<file path="src/rtl/pll_lock_pkg.sv">
package pll_lock_pkg;
  // Default thresholds in sampling ticks (1 tick = 1 ns at the default rate)
  localparam int ACQ_FIRST   = 10;
  localparam int HOLD_FIRST  = 20;
  localparam int ACQ_SECOND  = 15;
  localparam int HOLD_SECOND = 30;
  localparam int GOOD_RUN    = 5;
  localparam int DECIM       = 4;

  typedef enum logic {
    ST_SEEK = 1'b0,
    ST_HELD = 1'b1
  } lock_state_e;
endpackage

</file>
<file path="src/rtl/lock_decimator.sv">
module lock_decimator #(
  parameter int PHASES = 4
) (
  input  logic clk,
  input  logic rst_n,
  input  logic clr,
  input  logic en,
  input  logic strobe_i,
  output logic strobe_o
);
  localparam int CW = (PHASES > 1) ? $clog2(PHASES) : 1;
  localparam logic [CW-1:0] LAST = CW'(PHASES - 1);

  logic [CW-1:0] phase_q, phase_d;

  always_comb begin
    phase_d = phase_q;
    if (clr || !en) begin
      phase_d = '0;
    end else if (strobe_i) begin
      phase_d = (phase_q == LAST) ? '0 : phase_q + 1'b1;
    end
  end

  always_ff @(posedge clk or negedge rst_n) begin
    if (!rst_n) phase_q <= '0;
    else        phase_q <= phase_d;
  end

  assign strobe_o = strobe_i && (!en || (phase_q == LAST));
endmodule

</file>
<file path="src/rtl/lock_window_cmp.sv">
module lock_window_cmp
  import pll_lock_pkg::*;
#(
  parameter int ERR_W  = 8,
  parameter int ACQ_T  = 10,
  parameter int HOLD_T = 20
) (
  input  logic [ERR_W-1:0] err_ticks,
  input  lock_state_e      state,
  output logic             pass
);
  localparam logic [ERR_W-1:0] ACQ_V  = ERR_W'(ACQ_T);
  localparam logic [ERR_W-1:0] HOLD_V = ERR_W'(HOLD_T);

  always_comb begin
    if (state == ST_HELD) pass = (err_ticks <= HOLD_V);
    else                  pass = (err_ticks <  ACQ_V);
  end
endmodule

</file>
<file path="src/rtl/lock_state_ctl.sv">
module lock_state_ctl
  import pll_lock_pkg::*;
#(
  parameter int RUN_LEN = 5
) (
  input  logic        clk,
  input  logic        rst_n,
  input  logic        clr,
  input  logic        eval,
  input  logic        pass,
  output lock_state_e state
);
  localparam int RW = $clog2(RUN_LEN + 1);
  localparam logic [RW-1:0] RUN_LAST = RW'(RUN_LEN - 1);

  lock_state_e   state_q, state_d;
  logic [RW-1:0] run_q, run_d;

  always_comb begin
    state_d = state_q;
    run_d   = run_q;
    if (clr) begin
      state_d = ST_SEEK;
      run_d   = '0;
    end else if (eval) begin
      if (state_q == ST_SEEK) begin
        if (!pass) begin
          run_d = '0;
        end else if (run_q == RUN_LAST) begin
          state_d = ST_HELD;
          run_d   = '0;
        end else begin
          run_d = run_q + 1'b1;
        end
      end else if (!pass) begin
        state_d = ST_SEEK;
        run_d   = '0;
      end
    end
  end

  always_ff @(posedge clk or negedge rst_n) begin
    if (!rst_n) begin
      state_q <= ST_SEEK;
      run_q   <= '0;
    end else begin
      state_q <= state_d;
      run_q   <= run_d;
    end
  end

  assign state = state_q;
endmodule

</file>
<file path="src/rtl/pll_lock_detect.sv">
module pll_lock_detect
  import pll_lock_pkg::*;
#(
  parameter int ERR_W       = 8,
  parameter bit SECOND_LOOP = 1'b0,
  parameter int ACQ_T       = SECOND_LOOP ? ACQ_SECOND  : ACQ_FIRST,
  parameter int HOLD_T      = SECOND_LOOP ? HOLD_SECOND : HOLD_FIRST
) (
  input  logic             clk,
  input  logic             rst_n,
  input  logic             err_valid,
  input  logic [ERR_W-1:0] err_ticks,
  input  logic             div4_en,
  input  logic             pwr_down,
  input  logic             peer_lock,
  output logic             lock_o,
  output logic             lock_all_o
);
  localparam int HOLD_EFF = (HOLD_T < ACQ_T) ? ACQ_T : HOLD_T;

  logic        eval;
  logic        pass;
  lock_state_e state;

  lock_decimator #(.PHASES(DECIM)) u_decim (
    .clk      (clk),
    .rst_n    (rst_n),
    .clr      (pwr_down),
    .en       (div4_en),
    .strobe_i (err_valid),
    .strobe_o (eval)
  );

  lock_window_cmp #(.ERR_W(ERR_W), .ACQ_T(ACQ_T), .HOLD_T(HOLD_EFF)) u_cmp (
    .err_ticks (err_ticks),
    .state     (state),
    .pass      (pass)
  );

  lock_state_ctl #(.RUN_LEN(GOOD_RUN)) u_ctl (
    .clk   (clk),
    .rst_n (rst_n),
    .clr   (pwr_down),
    .eval  (eval),
    .pass  (pass),
    .state (state)
  );

  assign lock_o     = (state == ST_HELD) && !pwr_down;
  assign lock_all_o = lock_o && peer_lock;
endmodule

</file>
<file path="config.mk">
export PLATFORM = sky130hd
export DESIGN_NAME = pll_lock_detect
export DESIGN_NICKNAME = d
export VERILOG_FILES = /design/src/rtl/pll_lock_pkg.sv /design/src/rtl/lock_decimator.sv /design/src/rtl/lock_window_cmp.sv /design/src/rtl/lock_state_ctl.sv /design/src/rtl/pll_lock_detect.sv
export SDC_FILE = /design/constraint.sdc
export NUM_CORES = 1
export LEC_CHECK = 0
export ABC_AREA = 1
export BUFFER_PORTS_ARGS = -buffer_cell sky130_fd_sc_hd__buf_2
export CAP_MARGIN = 0
export CORE_AREA = 2 2 39 41
export DETAILED_ROUTE_END_ITERATION = 16
export DIE_AREA = 0 0 41 43
export PLACE_DENSITY_LB_ADDON = 0.3
export SYNTH_ARGS = -nofsm -noshare
export SYNTH_HDL_FRONTEND = slang
export SYNTH_SLANG_ARGS = --single-unit
</file>
<file path="constraint.sdc">
create_clock -name clk -period 1.67 [get_ports clk]
set_input_delay 0.334 -clock clk [delete_from_list [all_inputs] [get_ports clk]]
set_output_delay 0.334 -clock clk [all_outputs]
set_load 0.05 [all_outputs]
</file>
# == Word-level counts from Yosys, hierarchy flattened ==
# Cells that the tools add are included.
# word_totals
regBits,6
latch_bits,0
ramBits,0
romBits,0
in_bits,14
memories,0
# op_classes
addsub,2
n_mul,0
n_div,0
order_cmp,2
n_eq_ne,3
shifts,0
muxes,16
n_bitwise,0
reduce_logical,10
# ops
op,n
2-to-1 mux 3 bit,6
"less-or-equal comparator 8 x 5 -> 1 bit, second input constant",1
"less-than comparator 8 x 4 -> 1 bit, second input constant",1
2-to-1 mux 1 bit,7
2-to-1 mux 2 bit,3
nonzero test 2 bit,2
"adder 3 x 1 -> 3 bit, second input constant",1
"equality test 3 bit, second input constant",1
logical AND 1 bit,3
"inequality test 3 bit, second input constant",1
"adder 2 x 1 -> 2 bit, second input constant",1
"equality test 2 bit, second input constant",1
logical NOT 1 bit,2
logical OR 1 bit,2
AND reduction 2 bit,1

# == Depth between registers and ports, before layout ==
# Gate-level depths: netlist (run 1).
# logic_depth
depth_word,6
ltp_mapped,9
ltp_nobuf,9

# == Cells and area by module ==
# Synthesis (run 1) repeated with hierarchy kept, for this count alone.
# hier_totals
hier_cells,80
hier_area_um2,481.7
# modules_own_cells
mod,instances,cells_each,area_per_inst_um2
lock_state_ctl,1,38,257.7
lock_decimator,1,19,126.4
lock_window_cmp,1,18,73.8
pll_lock_detect,1,5,23.8

# == Least setup slack after synthesis (run 1) ==
# Ideal clock, no wire load.
# synth_path
kind,flip-flop to flip-flop
from,"register u_ctl.state_q, in the netlist u_ctl.state"
to,register u_ctl.run_q[0]
setup_ns,0.122
arrival_time_ns,1.446
path_slack_ns,0.102
path_stages_with_launch,6
path_buffers,0
period_less_slack_ns,1.568
path_cell_list,dfrtp_1 > inv_2 > nor2_1 > nand2_1 > nand2_2 > o21ai_1
# synth_via
elab_chain_len,5
# synth_lines
element,line,source
from (decl),lock_state_ctl.sv:16,"lock_state_e state_q, state_d;"
from (signal assigned),lock_state_ctl.sv:47,state_q <= state_d;
2-to-1 mux 1 bit,lock_window_cmp.sv:16,if (state == ST_HELD) pass = (err_ticks <= HOLD_V);
2-to-1 mux 3 bit,lock_state_ctl.sv:27,if (!pass) begin
2-to-1 mux 3 bit,lock_state_ctl.sv:26,if (state_q == ST_SEEK) begin
2-to-1 mux 3 bit,lock_state_ctl.sv:25,end else if (eval) begin
2-to-1 mux 3 bit,lock_state_ctl.sv:22,if (clr) begin
to (signal assigned),lock_state_ctl.sv:48,run_q <= run_d;
to (decl),lock_state_ctl.sv:17,"logic [RW-1:0] run_q, run_d;"
# Several ways; a longest one is shown, not always the timed one. The select of a mux whose other input is x is not followed.
# A chain may end at the register's enable or synchronous reset.

# == Final worst setup path (run 1) ==
# layout_path
from,"register u_ctl.state_q, in the netlist u_ctl.state"
to,output lock_o
# layout_via
elab_chain_len,1
# layout_lines
element,line,source
logical AND 1 bit,pll_lock_detect.sv:49,assign lock_o = (state == ST_HELD) && !pwr_down;
to (decl),pll_lock_detect.sv:16,"output logic lock_o,"
# No other way between the ends.

==> flow_summary.json, run 1 <==
{
  "clock.fmax_ghz": 0.688,
  "seq_area_frac_synth": 0.320,
  "num_vias": 502,
  "dpl_cell_area_um2": 564,
  "worstSetupStartpointType": "register",
  "die_height_um": 43,
  "syn_nets": 88,
  "postSynthAreaPerCell_um2": 6.61,
  "fin_skew_ps": 0.932,
  "worst_pin_slew_ps": 246,
  "nNetsFinal": 109,
  "syn_area_um2": 469,
  "initial_core_util": 0.339,
  "cp-end-kind": "primary output",
  "synth_edf_count": 0,
  "layout-drive-gt1-share": 0.278,
  "antenna_found_initial": 0,
  "track_usage": 0.140,
  "ys_warn_count": 0,
  "drt_iter0_markers": 6,
  "grt_pass1_vias": 461,
  "tns_ps": 0,
  "die_x_um": 41,
  "critPathRequiredTime_ps": 1340,
  "final_cell_mix": "nand2_1, buf_2, inv_1",
  "dp_hpwl_um": 814,
  "leakagePower_uw": 0.000339,
  "boundaryPins": 16,
  "drt_wl_total_um": 954,
  "clk_pin_slew_ps": 40,
  "area_growth_pct": 27.2,
  "firstDrtPassIters": 4,
  "clk_path_buf_depth": 2,
  "cts_resized": 0,
  "syn_inst": 71,
  "fin_crit_sh": 0.871,
  "finalInstanceArea_um2": 597,
  "irDropWorstVdd_mv": 0.359,
  "gr-total-overflow": 0,
  "num_antenna_cells": 0,
  "drv_slew": 0,
  "path_max_fanout": 4,
  "numPortBuffers": 15,
  "relSlewSlack": 0.837,
  "cts-htree-levels": 1,
  "cap_viol_max_count": 0,
  "grt_pass1_wl_mm": 1.60,
  "cts_tree": "done",
  "globalplace.congestion": 0.704,
  "postSynth.topFlopCell": "dfrtp_1",
  "critPathKind": "reg -> out",
  "grt_setup_unrepaired": "false",
  "wl_per_cell_um": 9.00,
  "min_period_ps": 1450,
  "min_delay_path_depth": 3,
  "hold_path_class": "in -> reg",
  "die-area_um2": 1760,
  "core_area_um2": 1380,
  "finalSetupViolations": 0,
  "drc_errors": 0,
  "outcome": "completed",
  "power.density_nw_per_um2": 555,
  "rr_worst_depth": 7,
  "cts_buffers": 3,
  "yosysUniqueCellTypes": 18,
  "grt_max_degree": 7,
  "viasPerCell": 4.74,
  "hold_viol_final": 0,
  "synth-seq-cells": 6,
  "num_rows": 14,
  "clk_latency_ps": 230,
  "clockRootBuffer": "clkbuf_4",
  "synth-async-reset-ratio": 1.00,
  "final_common_cell": "nand2_1",
  "arrival_ps": 1120,
  "postCtsSetupBuffers": 0,
  "ant_nets": 0,
  "cts.sinks": 6
}
logic make-up (layout without fill, tap and decap cells):
logic type | count (synthesis) | count (layout) | synth area share
adders and majority gates | 3 | 3 | 0.0800
DFF | 6 | 6 | 0.320
xor gates and xnor gates | 1 | 1 | 0.0187
and+or+nand+nor | 38 | 38 | 0.360
buffers and inverters | 14 | 33 | 0.112
AOI/OAI and AO/OA | 9 | 9 | 0.109
metrics by stage:
step,cells,util,setup WS (ps),hold WS [ps],power [µW]
after CTS,106,0.431,193,380,342
final,106,0.431,216,387,331
after global routing,106,0.431,137,426,360
after detailed placement,102,0.408,337,162,206
after global placement,102,0.408,370,162,205
after floorplan,71,-,102,38.4,180
cell type report:
cell class	instances	area, µm²
Fill cell	153	787
Multi-Input combinational cell	51	267
Sequential cell	6	150
Timing Repair Buffer	16	85.1
Inverter	14	52.6
Clock buffer	3	22.5
Tap cell	16	20.0
routing by layer:
| metal | up-vias | GRT usage | wire length [µm] |
|---|---|---|---|
| met5 | - | 0 | 0 |
| met4 | 0 | 0.120 | 12 |
| met3 | 2 | 0.0314 | 61 |
| met2 | 16 | 0.228 | 488 |
| met1 | 223 | 0.135 | 392 |
| li1 | 261 | - | - |
critical path: stages (launching register included):
cell     delay [ps]
dfrtp_1         390
inv_2            80
nor2_1          130
buf_2           280
flip-flops by register name (all words and copies together) (netlist names):
register,count
u_ctl.run_q,3
u_decim.phase_q,2
u_ctl.state,1
path summary, 6_finish.rpt:
path	start	endpoint	slack [ps]
min reg2reg	u_decim.phase_q[0]	u_decim.phase_q[0]	500
max	u_ctl.state	lock_o	220
max reg2reg	u_ctl.run_q[0]	u_ctl.run_q[2]	420
min	err_valid	u_decim.phase_q[1]	390
min in group asynchronous	rst_n	u_ctl.state	440
max in group asynchronous	rst_n	u_ctl.run_q[1]	1090
synth_stat cells, types with 2 or more instances:
| cell | number | area, µm² |
|---|---|---|
| o21ai_0 | 3 | 15.0 |
| inv_1 | 12 | 45.0 |
| nand2_2 | 2 | 12.5 |
| nand2_1 | 17 | 63.8 |
| nor2_1 | 9 | 33.8 |
| ha_1 | 3 | 37.5 |
| inv_2 | 2 | 7.51 |
| o21ai_1 | 3 | 15.0 |
| nand3_1 | 6 | 30.0 |
| dfrtp_1 | 6 | 150 |
timing repair:
item                       4_1_cts  5_1_grt
hold buffers                     1        0
setup endpoints to repair        0        0
hold endpoints to repair         6        0
power by group:
group | internal [µW] | leakage, µW | switching (µW)
clock network | 80.8 | 0.0000138 | 44.7
logic | 23.9 | 0.000242 | 31.2
registers | 149 | 0.0000829 | 1.91
total | 253 | 0.000339 | 77.8
(Power assumes the default switching activity.)
==> run 2, diff against run 1 <==
- SYNTH_HIERARCHICAL: unset -> 1
==> flow_summary.json, run 2 <==
{
  "outcome": "completed",
  "min_delay_path_depth": 3,
  "syn_nets": 97,
  "drv_slew": 0,
  "layout-drive-gt1-share": 0.242,
  "synth-simple-area-share": 0.405,
  "yosysTopAreaCellShare": 0.312,
  "clk_pin_slew_ps": 40,
  "slowest_delay_ps": 450,
  "critPathRequiredTime_ps": 1850,
  "syn_area_um2": 482,
  "critPathTopFamily": "simple AND/OR/NAND/NOR gates",
  "final_common_cell": "nand2_1",
  "worst-path-stages": 12,
  "tns_ps": 0,
  "numPortBuffers": 15,
  "top_register": "u_ctl/run_q",
  "synth_compound_area_frac": 0.0571,
  "cts-htree-levels": 1,
  "clockRootBuffer": "clkbuf_4",
  "synth_xor_area_frac": 0,
  "die_x_um": 41,
  "nNetsFinal": 118,
  "dp_hpwl_um": 770,
  "path_common_cell": "nand2_1",
  "relSlewSlack": 0.831,
  "boundaryPins": 16,
  "grt_pass1_vias": 433,
  "grt_max_degree": 9,
  "crit_chain": "inv_1, nand2_1, nand2_1, nand2_1, nand2_1, nor2_1, nand2_1, nor2_1, nand2_1, nand2_1, nand2_1, inv_1",
  "dpl_cell_area_um2": 577,
  "worst_pin_slew_ps": 252,
  "synth-seq-cells": 6,
  "yosysUniqueCellTypes": 12,
  "clk_path_buf_depth": 2,
  "power.density_nw_per_um2": 547,
  "hold_path_class": "in -> reg",
  "viasPerCell": 4.38,
  "min_period_ps": 1480,
  "core_area_um2": 1380,
  "wl_per_cell_um": 8.15,
  "globalplace.congestion": 0.817,
  "worst-path-buf-inv": 2,
  "finalInstanceArea_um2": 609,
  "antenna_found_initial": 0,
  "firstDrtPassIters": 4,
  "cts.sinks": 6,
  "ant_nets": 0,
  "postSynth.topFlopCell": "dfrtp_1",
  "rr_worst_depth": 12,
  "synth_mux_area_frac": 0,
  "clk_latency_ps": 240,
  "syn_inst": 80,
  "leakagePower_uw": 0.000376,
  "die-area_um2": 1760,
  "initial_core_util": 0.348,
  "gr-total-overflow": 0,
  "cp-end-kind": "register",
  "area_growth_pct": 26.5,
  "grt_pass1_wl_mm": 1.48,
  "worstSetupStartpointType": "register",
  "arrival_ps": 1660,
  "synthAdderAreaFrac": 0.0779,
  "slowest_stage": "dfrtp_1",
  "finalSetupViolations": 0,
  "critPathKind": "reg -> reg",
  "fin_crit_sh": 0.885,
  "synth_edf_count": 0,
  "yosys.area.top_type": "dfrtp_1",
  "cts_buffers": 3,
  "die_height_um": 43,
  "hold_viol_final": 0,
  "num_vias": 504,
  "fin_skew_ps": 1.04,
  "drt_wl_total_um": 937,
  "drt_iter0_markers": 9,
  "cap_viol_max_count": 0,
  "irDropWorstVdd_mv": 0.619,
  "synth_most_common_cell": "nand2_1",
  "p_total_uw": 333,
  "track_usage": 0.123,
  "num_rows": 14,
  "drc_errors": 0,
  "synth_top_family_by_area": "simple AND/OR/NAND/NOR gates",
  "path_max_fanout": 6,
  "holdWs_ps": 350,
  "seq_area_frac_synth": 0.312,
  "num_antenna_cells": 0,
  "synth-async-reset-ratio": 1.00,
  "cts_tree": "done",
  "synth_commonest_cells": "nand2_1, inv_1, nor2_1",
  "final_cell_mix": "nand2_1, inv_1, buf_2",
  "postSynthAreaPerCell_um2": 6.02,
  "grt_setup_unrepaired": "false",
  "ys_warn_count": 6,
  "largest_register_ffs": 3,
  "yosys-top-cells-area": "dfrtp_1, nand2_1, inv_1",
  "clock.fmax_ghz": 0.677
}
==> run 2: cell count changes after synthesis, sizes merged <==
cell / delta
o22ai: +2
xnor2: -1
o31ai: -1
inv: +5
a21oi: +1
nand2: +6
nor3b: -1
nand3: +1
o21ai: -6
and3: -1
nand3b: -1
nor2: +5
==> run 2: worst paths after layout <==
path / from / end / slack, ps
worst max-delay path: u_ctl/state / u_ctl/run_q[2] / 190
worst min-delay path: div4_en / u_decim/phase_q[1] / 350
worst max register to register: u_ctl/state / u_ctl/run_q[2] / 190
worst min register to register: u_decim/phase_q[1] / u_decim/phase_q[1] / 540
max in group asynchronous: rst_n / u_ctl/state / 1070
min in group asynchronous: rst_n / u_ctl/run_q[0] / 460
==> run 2: tightest hold or removal path: cells and delay by family <==
family	cells	cell delay [ps]
and+or+nand+nor	1	70
AOI/OAI and AO/OA	1	40
buffers and inverters	1	100
==> run 2: logic make-up after synthesis <==
family	count (synthesis)
AOI/OAI and AO/OA	5
buffers and inverters	19
and+or+nand+nor	47
adders and majority gates	3
DFF	6
==> run 2: area by class of cell <==
class	instances	area, µm²
well taps	16	20.0
clock buffers	3	22.5
repair buffers	16	85.1
inverters	19	71.3
flip-flops and latches	6	150
multi-input cells	55	260
fillers	159	774
==> run 2: timing repair <==
action	CTS	global route
resized for setup	0	0
setup buffers	0	0
hold buffers	1	0
endpoints found under the hold margin	6	0
==> run 2: stage by stage <==
stage / util / cells / setup WS, ps
floorplan: - / 80 / 374
global placement: 0.417 / 111 / 224
detailed placement: 0.417 / 111 / 222
CTS: 0.440 / 115 / 206
global route: 0.440 / 115 / 30.8
finish: 0.440 / 115 / 192
==> run 2: power breakdown <==
| group | switching, µW | total, µW | internal (µW) |
|---|---|---|---|
| sequential | 1.34 | 149 | 148 |
| clock | 48.2 | 129 | 81.0 |
| combinational | 30.4 | 54.7 | 24.3 |
==> run 2: layer usage <==
layer / vias to the layer above / part of all wire / track usage
met2: 11 / 0.49 / 0.200
li1: 280 / - / -
met5: - / 0 / 0
met4: 0 / 0 / 0.0333
met3: 0 / 0.066 / 0.0681
met1: 213 / 0.44 / 0.129
==> run 3, diff against run 2 <==
- PLACE_DENSITY: unset -> 0.61
- PLACE_DENSITY_LB_ADDON: 0.3 -> unset
==> flow_summary.json, run 3 (synthesis results as in run 2) <==
{
  "die-area_um2": 1760,
  "worst_pin_slew_ps": 237,
  "drt_iter0_markers": 15,
  "grt_setup_unrepaired": "false",
  "track_usage": 0.129,
  "firstDrtPassIters": 4,
  "clockRootBuffer": "clkbuf_4",
  "fin_util": 0.441,
  "postCtsSetupBuffers": 0,
  "num_vias": 512,
  "die_height_um": 43,
  "viasPerCell": 4.45,
  "fill_cells": 156,
  "dpl_worst_slack_ps": 205,
  "p_total_uw": 336,
  "layout-drive-gt1-share": 0.253,
  "power.density_nw_per_um2": 551,
  "dp_hpwl_um": 755,
  "num_antenna_cells": 0,
  "outcome": "completed",
  "boundaryPins": 16,
  "core_area_um2": 1380,
  "largest_register_ffs": 3,
  "area_growth_pct": 26.8,
  "cp-end-kind": "register",
  "die_x_um": 41,
  "grt_pass1_wl_mm": 1.58,
  "path_max_fanout": 6,
  "clk_path_buf_depth": 2,
  "final_common_cell": "nand2_1",
  "critPathKind": "reg -> reg",
  "irDropWorstVdd_mv": 0.398,
  "cts_buffers": 3,
  "drv_slew": 0,
  "dpl_cell_area_um2": 577,
  "clk_pin_slew_ps": 50,
  "globalplace.congestion": 0.737,
  "leakagePower_uw": 0.000374,
  "grt_max_degree": 9,
  "finalInstanceArea_um2": 611,
  "finalSetupViolations": 0,
  "hold_viol_final": 0,
  "numPortBuffers": 15,
  "antenna_found_initial": 0,
  "wl_per_cell_um": 8.42,
  "nNetsFinal": 118,
  "arrival_ps": 1560,
  "hold_path_class": "in -> reg",
  "top_register": "u_ctl/run_q",
  "min_period_ps": 1440,
  "fin_ws_ps": 227,
  "cts_tree": "done",
  "worstSetupStartpointType": "register",
  "clock.fmax_ghz": 0.693,
  "num_rows": 14,
  "fin_skew_ps": 5.89,
  "gr-total-overflow": 0,
  "cts.sinks": 6,
  "critPathRequiredTime_ps": 1790,
  "ant_nets": 0,
  "grt_pass1_vias": 416,
  "clk_latency_ps": 250,
  "final_cell_mix": "nand2_1, inv_1, buf_2",
  "drc_errors": 0,
  "cap_viol_max_count": 0,
  "initial_core_util": 0.348,
  "tns_ps": 0,
  "drt_wl_total_um": 968,
  "relSlewSlack": 0.842,
  "cts-htree-levels": 1,
  "fin_crit_sh": 0.864
}
run 3: worst paths after layout:
| path | depth (start not counted) | slack, ps | to | startpoint |
|---|---|---|---|---|
| worst max-delay path | 11 | 230 | u_ctl/run_q[0] | u_ctl/state |
| worst min-delay path | 3 | 320 | u_decim/phase_q[1] | div4_en |
| worst max register to register | 11 | 230 | u_ctl/run_q[0] | u_ctl/state |
| worst min register to register | 2 | 530 | u_decim/phase_q[1] | u_decim/phase_q[1] |
| max in group asynchronous | 2 | 1060 | u_ctl/state | rst_n |
| min in group asynchronous | 2 | 450 | u_decim/phase_q[1] | rst_n |
run 3: layer usage:
metal | GRT usage | routed length [µm]
met5 | 0 | 0
met4 | 0.0200 | 0
met3 | 0.0628 | 67
met2 | 0.197 | 458
met1 | 0.164 | 441
run 3: area by class of cell:
type | instances | area (µm²) | area share
multi-input cells | 55 | 260 | 0.426
flip-flops and latches | 6 | 151 | 0.248
repair buffers | 16 | 85.1 | 0.139
inverters | 19 | 71.3 | 0.117
clock buffers | 3 | 22.5 | 0.0369
well taps | 16 | 20.0 | 0.0328
run 3: timing repair:
item | in CTS | in global routing
endpoints found under the hold margin | 6 | 0
gates resized for setup | 0 | 1
setup endpoints to repair | 0 | 2
hold buffers | 1 | 0
run 3: critical path: stages (launching register included):
cell	delay, ps
dfrtp_2	410
inv_1	80
nand2_1	60
nand2_1	40
nand2_1	40
nand2_1	40
nor2_1	200
nand2_1	90
nor2_1	130
nor2_1	90
nand3_1	80
nand2_1	60
run 3: where the power goes:
group | internal, µW | switching, µW | leakage, µW
clock | 81.1 | 50.2 | 0.0000138
sequential | 148 | 1.34 | 0.0000815
combinational | 24.4 | 31.4 | 0.000279
total | 253 | 83.0 | 0.000374
run 3: stage by stage:
step                      std cells  hold WS [ps]
after global routing            115           339
final                           115           325
after CTS                       115           317
after detailed placement        111           166
after floorplan                  80          38.4
after global placement          111           167
